<file path="src/rtl/pld_mc_pkg.sv">
// Package: shared encodings for the configurable macrocell.
// Assumes configuration fields are two bits wide where they carry these enums.
package pld_mc_pkg;

    typedef enum logic [1:0] {
        MC_DREG     = 2'd0,
        MC_DLATCH   = 2'd1,
        MC_TFF      = 2'd2,
        MC_DREG_ALT = 2'd3
    } mc_mode_e;

    typedef enum logic [1:0] {
        SRC_OFF     = 2'd0,
        SRC_GLOBAL  = 2'd1,
        SRC_PTERM   = 2'd2,
        SRC_OFF_ALT = 2'd3
    } mc_src_e;

    typedef enum logic [1:0] {
        XOR_ZERO     = 2'd0,
        XOR_ONE      = 2'd1,
        XOR_PTERM    = 2'd2,
        XOR_ZERO_ALT = 2'd3
    } mc_xor_e;

endpackage

</file>
<file path="src/rtl/mc_logic_path.sv">
// Module: combinational data path of the macrocell.
// Forms the XOR of the sum term with a selected operand, drives the
// combinatorial output, and chooses the storage data (logic path or pad).
// Assumes all inputs are stable levels within a system-clock cycle.
module mc_logic_path
    import pld_mc_pkg::*;
(
    input  logic       sum_pt,
    input  logic       xor_pt,
    input  logic       pad_in,
    input  logic [1:0] cfg_xor_sel,
    input  logic       cfg_pad_in,
    output logic       comb_val,
    output logic       store_d
);

    logic xor_operand;

    // Choose the second XOR operand from the configuration.
    always_comb begin
        unique case (mc_xor_e'(cfg_xor_sel))
            XOR_ONE:   xor_operand = 1'b1;
            XOR_PTERM: xor_operand = xor_pt;
            default:   xor_operand = 1'b0;
        endcase
    end

    // Form the combinatorial result and the storage data source.
    always_comb begin
        comb_val = sum_pt ^ xor_operand;
        store_d  = cfg_pad_in ? pad_in : comb_val;
    end

endmodule

</file>
<file path="src/rtl/mc_line_pick.sv">
// Module: picks one control line from a global bank or a product term.
// A source code of "off" returns OFF_VAL. An out-of-range global index
// returns 0. Used for clock enable, set and reset.
module mc_line_pick
    import pld_mc_pkg::*;
#(
    parameter int   NUM     = 2,
    parameter int   IDX_W   = 1,
    parameter logic OFF_VAL = 1'b0
) (
    input  logic [1:0]     src,
    input  logic [IDX_W-1:0] idx,
    input  logic [NUM-1:0] glob,
    input  logic           pt,
    output logic           line
);

    logic glob_hit;

    // Index the global bank; out-of-range indices read as 0.
    always_comb begin
        glob_hit = 1'b0;
        for (int i = 0; i < NUM; i++) begin
            if (int'(idx) == i) glob_hit = glob[i];
        end
    end

    // Apply the source selection.
    always_comb begin
        unique case (mc_src_e'(src))
            SRC_GLOBAL: line = glob_hit;
            SRC_PTERM:  line = pt;
            default:    line = OFF_VAL;
        endcase
    end

endmodule

</file>
<file path="src/rtl/mc_clk_pick.sv">
// Module: selects the macrocell clock level and applies polarity.
// Select values below NUM_GCLK pick a global clock; larger values pick
// the product-term clock. Assumes clocks are sampled levels.
module mc_clk_pick #(
    parameter int NUM_GCLK = 4,
    parameter int SEL_W    = 3
) (
    input  logic [NUM_GCLK-1:0] gclk,
    input  logic                pt_clk,
    input  logic [SEL_W-1:0]    sel,
    input  logic                inv,
    output logic                lvl
);

    logic raw;

    // Pick the raw clock source from the select value.
    always_comb begin
        raw = pt_clk;
        for (int i = 0; i < NUM_GCLK; i++) begin
            if (int'(sel) == i) raw = gclk[i];
        end
    end

    // Apply the configured polarity.
    always_comb lvl = raw ^ inv;

endmodule

</file>
<file path="src/rtl/mc_storage.sv">
// Module: the single storage element in D-register, D-latch or T mode.
// Works on samples taken at the system clock: an active edge is a 0 then 1
// sequence of the selected level. Reset beats set; both ignore clock and
// enable. Assumes synchronous active-low system reset.
module mc_storage
    import pld_mc_pkg::*;
(
    input  logic       clk,
    input  logic       rst_n,
    input  logic [1:0] mode,
    input  logic       lvl,
    input  logic       ce,
    input  logic       set_l,
    input  logic       rst_l,
    input  logic       d,
    output logic       q
);

    logic prev_lvl;
    logic act_edge;
    logic q_nxt;

    // Detect an active edge from the previous and current level samples.
    always_comb act_edge = lvl & ~prev_lvl;

    // Compute the next stored value with reset/set priority over the mode.
    always_comb begin
        q_nxt = q;
        if (rst_l) begin
            q_nxt = 1'b0;
        end else if (set_l) begin
            q_nxt = 1'b1;
        end else if (ce) begin
            unique case (mc_mode_e'(mode))
                MC_DLATCH: if (lvl) q_nxt = d;
                MC_TFF:    if (act_edge && d) q_nxt = ~q;
                default:   if (act_edge) q_nxt = d;
            endcase
        end
    end

    // Hold the stored value and the clock history.
    always_ff @(posedge clk) begin
        if (!rst_n) begin
            q        <= 1'b0;
            prev_lvl <= 1'b1;
        end else begin
            q        <= q_nxt;
            prev_lvl <= lvl;
        end
    end

endmodule

</file>
<file path="src/rtl/pld_macrocell.sv">
// Module: configurable output macrocell (top).
// Combines the logic path, clock selection, control-line selection and the
// storage element. Drives a stored and a combinatorial output together.
// Assumes static configuration and a single system clock.
module pld_macrocell #(
    parameter  int NUM_GCLK  = 4,
    parameter  int NUM_GCE   = 2,
    parameter  int NUM_GSR   = 2,
    localparam int CLK_SEL_W = $clog2(NUM_GCLK + 1),
    localparam int CE_IDX_W  = (NUM_GCE > 1) ? $clog2(NUM_GCE) : 1,
    localparam int SR_IDX_W  = (NUM_GSR > 1) ? $clog2(NUM_GSR) : 1
) (
    input  logic                 clk,
    input  logic                 rst_n,
    input  logic                 sum_pt,
    input  logic                 xor_pt,
    input  logic                 pad_in,
    input  logic [NUM_GCLK-1:0]  gclk,
    input  logic                 pt_clk,
    input  logic [NUM_GCE-1:0]   gce,
    input  logic                 pt_ce,
    input  logic [NUM_GSR-1:0]   gsr,
    input  logic                 pt_set,
    input  logic                 pt_rst,
    input  logic [1:0]           cfg_mode,
    input  logic [1:0]           cfg_xor_sel,
    input  logic                 cfg_pad_in,
    input  logic [CLK_SEL_W-1:0] cfg_clk_sel,
    input  logic                 cfg_clk_inv,
    input  logic [1:0]           cfg_ce_src,
    input  logic [CE_IDX_W-1:0]  cfg_ce_idx,
    input  logic [1:0]           cfg_set_src,
    input  logic [SR_IDX_W-1:0]  cfg_set_idx,
    input  logic [1:0]           cfg_rst_src,
    input  logic [SR_IDX_W-1:0]  cfg_rst_idx,
    output logic                 reg_out,
    output logic                 comb_out
);

    logic       store_d;
    logic       clk_lvl;
    logic       ce_line;
    logic [1:0] sr_line;     // [0] = set, [1] = reset
    logic [1:0] sr_src [2];
    logic [SR_IDX_W-1:0] sr_idx [2];
    logic [1:0] sr_pt;

    // Gather set/reset selection inputs into arrays for the generate loop.
    always_comb begin
        sr_src[0] = cfg_set_src;
        sr_src[1] = cfg_rst_src;
        sr_idx[0] = cfg_set_idx;
        sr_idx[1] = cfg_rst_idx;
        sr_pt     = {pt_rst, pt_set};
    end

    mc_logic_path u_path (
        .sum_pt      (sum_pt),
        .xor_pt      (xor_pt),
        .pad_in      (pad_in),
        .cfg_xor_sel (cfg_xor_sel),
        .cfg_pad_in  (cfg_pad_in),
        .comb_val    (comb_out),
        .store_d     (store_d)
    );

    mc_clk_pick #(
        .NUM_GCLK (NUM_GCLK),
        .SEL_W    (CLK_SEL_W)
    ) u_clk (
        .gclk   (gclk),
        .pt_clk (pt_clk),
        .sel    (cfg_clk_sel),
        .inv    (cfg_clk_inv),
        .lvl    (clk_lvl)
    );

    mc_line_pick #(
        .NUM     (NUM_GCE),
        .IDX_W   (CE_IDX_W),
        .OFF_VAL (1'b1)
    ) u_ce (
        .src  (cfg_ce_src),
        .idx  (cfg_ce_idx),
        .glob (gce),
        .pt   (pt_ce),
        .line (ce_line)
    );

    for (genvar g = 0; g < 2; g++) begin : g_sr
        mc_line_pick #(
            .NUM     (NUM_GSR),
            .IDX_W   (SR_IDX_W),
            .OFF_VAL (1'b0)
        ) u_sr (
            .src  (sr_src[g]),
            .idx  (sr_idx[g]),
            .glob (gsr),
            .pt   (sr_pt[g]),
            .line (sr_line[g])
        );
    end

    mc_storage u_store (
        .clk   (clk),
        .rst_n (rst_n),
        .mode  (cfg_mode),
        .lvl   (clk_lvl),
        .ce    (ce_line),
        .set_l (sr_line[0]),
        .rst_l (sr_line[1]),
        .d     (store_d),
        .q     (reg_out)
    );

endmodule

</file>
<file path="config.mk">
export PLATFORM = sky130hd
export DESIGN_NAME = pld_macrocell
export DESIGN_NICKNAME = d
export VERILOG_FILES = /design/src/rtl/pld_mc_pkg.sv /design/src/rtl/mc_logic_path.sv /design/src/rtl/mc_line_pick.sv /design/src/rtl/mc_clk_pick.sv /design/src/rtl/mc_storage.sv /design/src/rtl/pld_macrocell.sv
export SDC_FILE = /design/constraint.sdc
export NUM_CORES = 1
export LEC_CHECK = 0
export BUFFER_PORTS_ARGS = -buffer_cell sky130_fd_sc_hd__buf_2
export CORE_AREA = 2 2 39 41
export CTS_CLUSTER_DIAMETER = 60
export DETAILED_ROUTE_END_ITERATION = 6
export DIE_AREA = 0 0 41 43
export GPL_TIMING_DRIVEN = 0
export HOLD_SLACK_MARGIN = 0.08
export MAX_ROUTING_LAYER = met4
export PLACE_DENSITY = 0.72
export SYNTH_ARGS = -nofsm -noshare
export SYNTH_HDL_FRONTEND = slang
export SYNTH_HIERARCHICAL = 1
export SYNTH_SLANG_ARGS = --single-unit
</file>
<file path="constraint.sdc">
create_clock -name clk -period 2.3 [get_ports clk]
set_clock_uncertainty 0.15 [all_clocks]
set_input_delay 0.46 -clock clk [delete_from_list [all_inputs] [get_ports clk]]
set_output_delay 0.46 -clock clk [all_outputs]
set_load 0.005 [all_outputs]
</file>
-- Yosys cells after proc, flatten, opt, wreduce, memory -nomap -nowiden
Cells that the tools add are included.
- output and inout port bits: 2
- logic and storage cells: 47
- bits in registers: 2
- input port bits: 35
- bitwise operators: 6
- reductions and logical operators: 6
- mux-type cells: 18
- eq/ne operators: 15
- operator list (cell ; number):
    $mux 1 ; 13
    $eq 2x1->1 const B ; 5
    $eq 2x2->1 const B ; 5
    $pmux 1 s2 ; 5
    $eq 3x3->1 const B ; 2
    $ne 3x2->1 const B ; 2
    $reduce_and 4->1 ; 1
    $reduce_bool 4->1 ; 1
    $eq 3x2->1 const B ; 1
    $logic_not 3->1 ; 1
    $not 1->1 ; 3
    $reduce_bool 2->1 ; 1
    $reduce_or 2->1 ; 1
    $xor 1x1->1 ; 2
    $and 1x1->1 ; 1
    $logic_and 1x1->1 ; 1

-- Longest topological paths before layout
- depth after elaboration: 12
- gate-level depth with buffers: 9
- depth with buffers taken out: 9

-- Cells and area by module
The synthesis kept the hierarchy.
- by module, submodules not included (module ; instances ; seq. area each (µm²) ; area each (µm²) ; cells an instance):
    mc_storage ; 1 ; 40.0 ; 152.6 ; 18
    mc_line_pick (g_sr[0].u_sr ...) ; 2 ; 0.0 ; 61.3 ; 8
    mc_logic_path ; 1 ; 0.0 ; 85.1 ; 12
    mc_line_pick (u_ce) ; 1 ; 0.0 ; 53.8 ; 6
    mc_clk_pick ; 1 ; 0.0 ; 41.3 ; 3

-- Least setup slack after synthesis
OpenSTA, ideal clock, no wires.
- path kind: input to register
- from: in cfg_clk_sel[0]
- to: reg u_store.q
- required time: 2.017 ns
- setup time: 0.133 ns
- data arrival time: 1.869 ns
- buffers on the path: 0
- cell stages on the path: 7
- setup slack: 0.148 ns
- path through: mux4_2 -> mux2i_1 -> xnor2_1 -> inv_1 -> a221o_1 -> nor4b_2 -> a211oi_1
- word-level cells in the longest chain between the ends: 10
- elaborated cells between the ends (all ways): 15
- classes of those cells: eq/ne (5); mux (4); bitwise (2); reduce/logical (4)
- RTL lines (what ; RTL line ; RTL):
    start: declaration ; pld_macrocell.sv:28 ; input logic [CLK_SEL_W-1:0] cfg_clk_sel,
    $logic_not 3->1 ; mc_clk_pick.sv:21 ; if (int'(sel) == i) raw = gclk[i];
    $mux 1 (3 in a row) ; mc_clk_pick.sv:21 ;
    $mux 1 * ; mc_clk_pick.sv:21 ;
    $xor 1x1->1 * ; mc_clk_pick.sv:26 ; always_comb lvl = raw ^ inv;
    via clk_lvl ; pld_macrocell.sv:41 ; logic clk_lvl;
    $and 1x1->1 ; mc_storage.sv:24 ; always_comb act_edge = lvl & ~prev_lvl;
    $logic_and 1x1->1 ; mc_storage.sv:36 ; MC_TFF: if (act_edge && d) q_nxt = ~q;
    $ne 3x2->1 (no source line) ; -- ;
    $reduce_and 4->1 (no source line) * ; -- ;
    end signal: assignment ; mc_storage.sv:48 ; q <= q_nxt;
    end: declaration ; mc_storage.sv:16 ; output logic q
Mark *: on every way through the listed nets, which the timed path passes. The rest lies on a longest branch.
A chain may end at the register's enable or synchronous reset.

-- Worst setup path in the final report
Ends and elaborated chain as after synthesis.

==> impl_summary.txt <==
----------------------------------------------------
[Timing]
  Post-route clock period utilization ... 0.923
  Total Negative Setup Slacks ... 0 ns
  Worst-Margin Slew ... between 0.3 and 0.4 ns
  Slew headroom ... 0.787
  Final setup fails ... 0
  Achievable Freq ... ~0.47 GHz
  Final Critical Period ... approximately 2.1 ns
  RSZ-0062 raised after global routing ... false
  Final-report hold violation count ... 0
  Number of max-slew violations in the final report ... 0

[Setup path]
  Destination of the worst register-to-register timing path ... u_store/q
  Depth of the worst register-to-register path ... 3
  R2r startpoint ... u_store/prev_lvl
  Worst-path fanout max ... 3
  R2r setup slk ... between 1 and 1.5 ns
  Element type at the critical path end ... flop
  Required time of the critical path ... approximately 2.2 ns
  Arrival time of data at the critical path endpoint ... ~2.1 ns
  CP Launch Type ... primary input
  WS Path Type ... primary input to flop

[Synth]
  Number of flops mapped to enable cells by yosys ... 0
  Fraction of synthesized cell area taken by the top area cell type ... 0.275
  Post-synthesis net count ... 100
  Commonest register cell after synthesis ... sky130_fd_sc_hd__dfxtp_1
  Distinct cell type count after synthesis ... 22
  Most used standard cell by instance count after synthesis ... sky130_fd_sc_hd__inv_1
  Gate Count Post-Synth ... 55
  Leading area contributor after synthesis ... sky130_fd_sc_hd__ha_1
  Count of state elements after synthesis ... 2
  Post-Syn Area per Cell ... 8.28 µm²
  Warnings, synthesis ... 6
  Commonest cells in the synthesized netlist ... 16 x sky130_fd_sc_hd__inv_1, 10 x sky130_fd_sc_hd__ha_1, 4 x sky130_fd_sc_hd__mux2i_1
  Area of the mapped netlist ... ~460 µm²
  Share of synthesized registers carrying an async set or reset ... 0
  Top area cells in the synthesized netlist ... sky130_fd_sc_hd__ha_1 27%, sky130_fd_sc_hd__inv_1 13%, sky130_fd_sc_hd__dfxtp_1 8.8%, sky130_fd_sc_hd__mux2i_1 8.8%, sky130_fd_sc_hd__mux4_2 4.9%
  Sequential element share of the synthesized area ... 0.0879

[Clock tree]
  Hold bufs inserted after CTS ... 0
  Master cell of the clock root buffer ... sky130_fd_sc_hd__clkbuf_4
  Clock Pin Slew Worst Setup and Hold Paths ... roughly 0.030 ns
  Clock sink count ... 2
  Clk Latency, worst-skew pair ... between 0.2 and 0.25 ns
  Total CTS buffers ... 3
  Number of buffers on the longest clock path ... 2
  # Post-CTS Setup Buffers ... 0
  Number of cells upsized or downsized after cts ... 0
  Depth of the CTS H-tree ... 1
  TritonCTS clock tree ... yes

[GRT]
  Global-route wire length before repair ... between 1500 and 2000 µm
  Pin count of the biggest net entering global routing ... 5
  Vias in the first global route ... 447
  Total congestion overflow after global routing ... 0
  Number of antenna violations at the first check in global routing ... 0
  Aggregate global-route resource usage ... 0.124

[Placed design]
  Final Wtd Congestion ... between 0.6 and 0.7
  Port Buf Inserts ... 36
  Half-perimeter wire length after detailed placement ... 898 µm

[Routing]
  Initial drt markers ... 3
  Wire per inst ... roughly 8.6 µm
  Via density per instance ... around 4.6
  Final wirelength ... roughly 940 µm
  Number of remaining DRC errors ... 0
  Number of iterations in the first detailed-routing pass ... 2
  Total via count after detailed routing ... between 500 and 600
  Post-DRT Antenna Nets ... 0

[Floorplanning]
  Starting utilization of the core area ... 0.329
  CORE AREA ... ~1400 µm²
  Die width ... 41 µm
  Height of the die ... between 40 and 50 µm
  IO Count ... 37
  Total number of placement rows ... 14
  Die Outline Area ... between 1500 and 2000 µm²

[Worst hold path]
  Hold worst-path end ... u_store/prev_lvl
  HP Start ... rst_n
  Worst hold path depth ... 2
  Path type of the worst min-delay path ... primary input to flop

[Finish]
  Number of fillers in the final layout ... roughly 140
  Fraction of final layout cells with drive strength greater than 1 ... 0.447
  Layout overhead on the synthesized area ... 48.9%
  Net total in the final layout ... ~140
  Number of antenna repair diodes ... 0
  Final core occ ... 0.490

[Flow run]
  Number of max-capacitance violations reported ... 0

[Status]
  Status ... completed

[Pwr]
  Cell leakage power ... ~0.00041 µW
  Power density over the cells ... about 320 nW/µm²
  Highest ir drop seen on vdd ... between 0.1 and 0.15 mV

----------------------------------------------------
-- state kept, by name, summed over array words and instances (netlist names) --
name and flops:
u_store/prev_lvl 1, u_store/q 1
-- critical path: stages --
cell	delay [ns]
sky130_fd_sc_hd__buf_2	0.09
sky130_fd_sc_hd__mux4_2	0.48
sky130_fd_sc_hd__mux2i_1	0.16
sky130_fd_sc_hd__xnor2_1	0.14
sky130_fd_sc_hd__inv_1	0.09
sky130_fd_sc_hd__a221o_1	0.36
sky130_fd_sc_hd__nor4b_2	0.22
sky130_fd_sc_hd__a211oi_1	0.07
-- cell type report --
| cell class | instances | area, µm² | share of cell area |
|---|---|---|---|
| Clock buffer | 3 | 22.5 | 0.0332 |
| Inverter | 16 | 60.1 | 0.0886 |
| Multi-Input combinational cell | 37 | 355 | 0.524 |
| Sequential cell | 2 | 40.0 | 0.0590 |
| Tap cell | 16 | 20.0 | 0.0295 |
| Timing Repair Buffer | 36 | 180 | 0.266 |
-- routing by layer --
layer | wire [µm] | part of all wire | global-route usage
met5 | 0 | 0 | -
met4 | 0 | 0 | 0.0800
met3 | 82 | 0.087 | 0
met2 | 503 | 0.53 | 0.219
met1 | 356 | 0.38 | 0.125
-- where the power goes --
group	internal [µW]	total [µW]	switching [µW]
logic	57.1	99.1	42.0
clock network	57.5	76.1	18.7
registers	39.4	42.7	3.26
-- how the worst max path moves through the flow --
stage / startpoint / endpoint / slack, ns / depth (start not counted)
after floorplan: cfg_clk_sel[0] / u_store/q / 0.15 / 7
after global placement: cfg_clk_sel[0] / u_store/q / -0.04 / 8
after detailed placement: cfg_clk_sel[0] / u_store/q / -0.08 / 8
after CTS: cfg_clk_sel[0] / u_store/q / 0.15 / 8
after global routing: cfg_clk_sel[0] / u_store/q / 0.07 / 8
final: cfg_clk_sel[0] / u_store/q / 0.18 / 8
-- cell usage in the layout, fill, tap and decap left out, types with 2 or more instances in the layout --
cell                       Yosys  routed
sky130_fd_sc_hd__a221o_1       2       2
sky130_fd_sc_hd__buf_2         0      36
sky130_fd_sc_hd__clkbuf_4      0       3
sky130_fd_sc_hd__dfxtp_1       2       2
sky130_fd_sc_hd__ha_1         10      10
sky130_fd_sc_hd__inv_1        16      16
sky130_fd_sc_hd__mux2i_1       4       4
sky130_fd_sc_hd__nand2b_1      3       3
sky130_fd_sc_hd__nand3b_1      2       2
sky130_fd_sc_hd__o21ai_1       2       2
-- cell families after synthesis --
logic type	count (synthesis)	synth area share
simple gates	10	0.162
flops	2	0.0879
compound gates	10	0.162
buf+inv	16	0.132
fa+ha+maj	10	0.275
xor+xnor	1	0.0192
mux	6	0.162
-- metrics by stage --
step	std cells	instance area (µm²)	setup slack, ns	hold WS (ns)	total power [µW]
finish	110	678	0.176	0.267	218
detailed placement	107	656	-0.0776	0.423	144
floorplan	55	455	0.148	0.379	97.5
CTS	110	678	0.153	0.259	224
global route	110	678	0.0692	0.256	240
global placement	107	656	-0.0377	0.395	139
(Power assumes the default switching activity.)
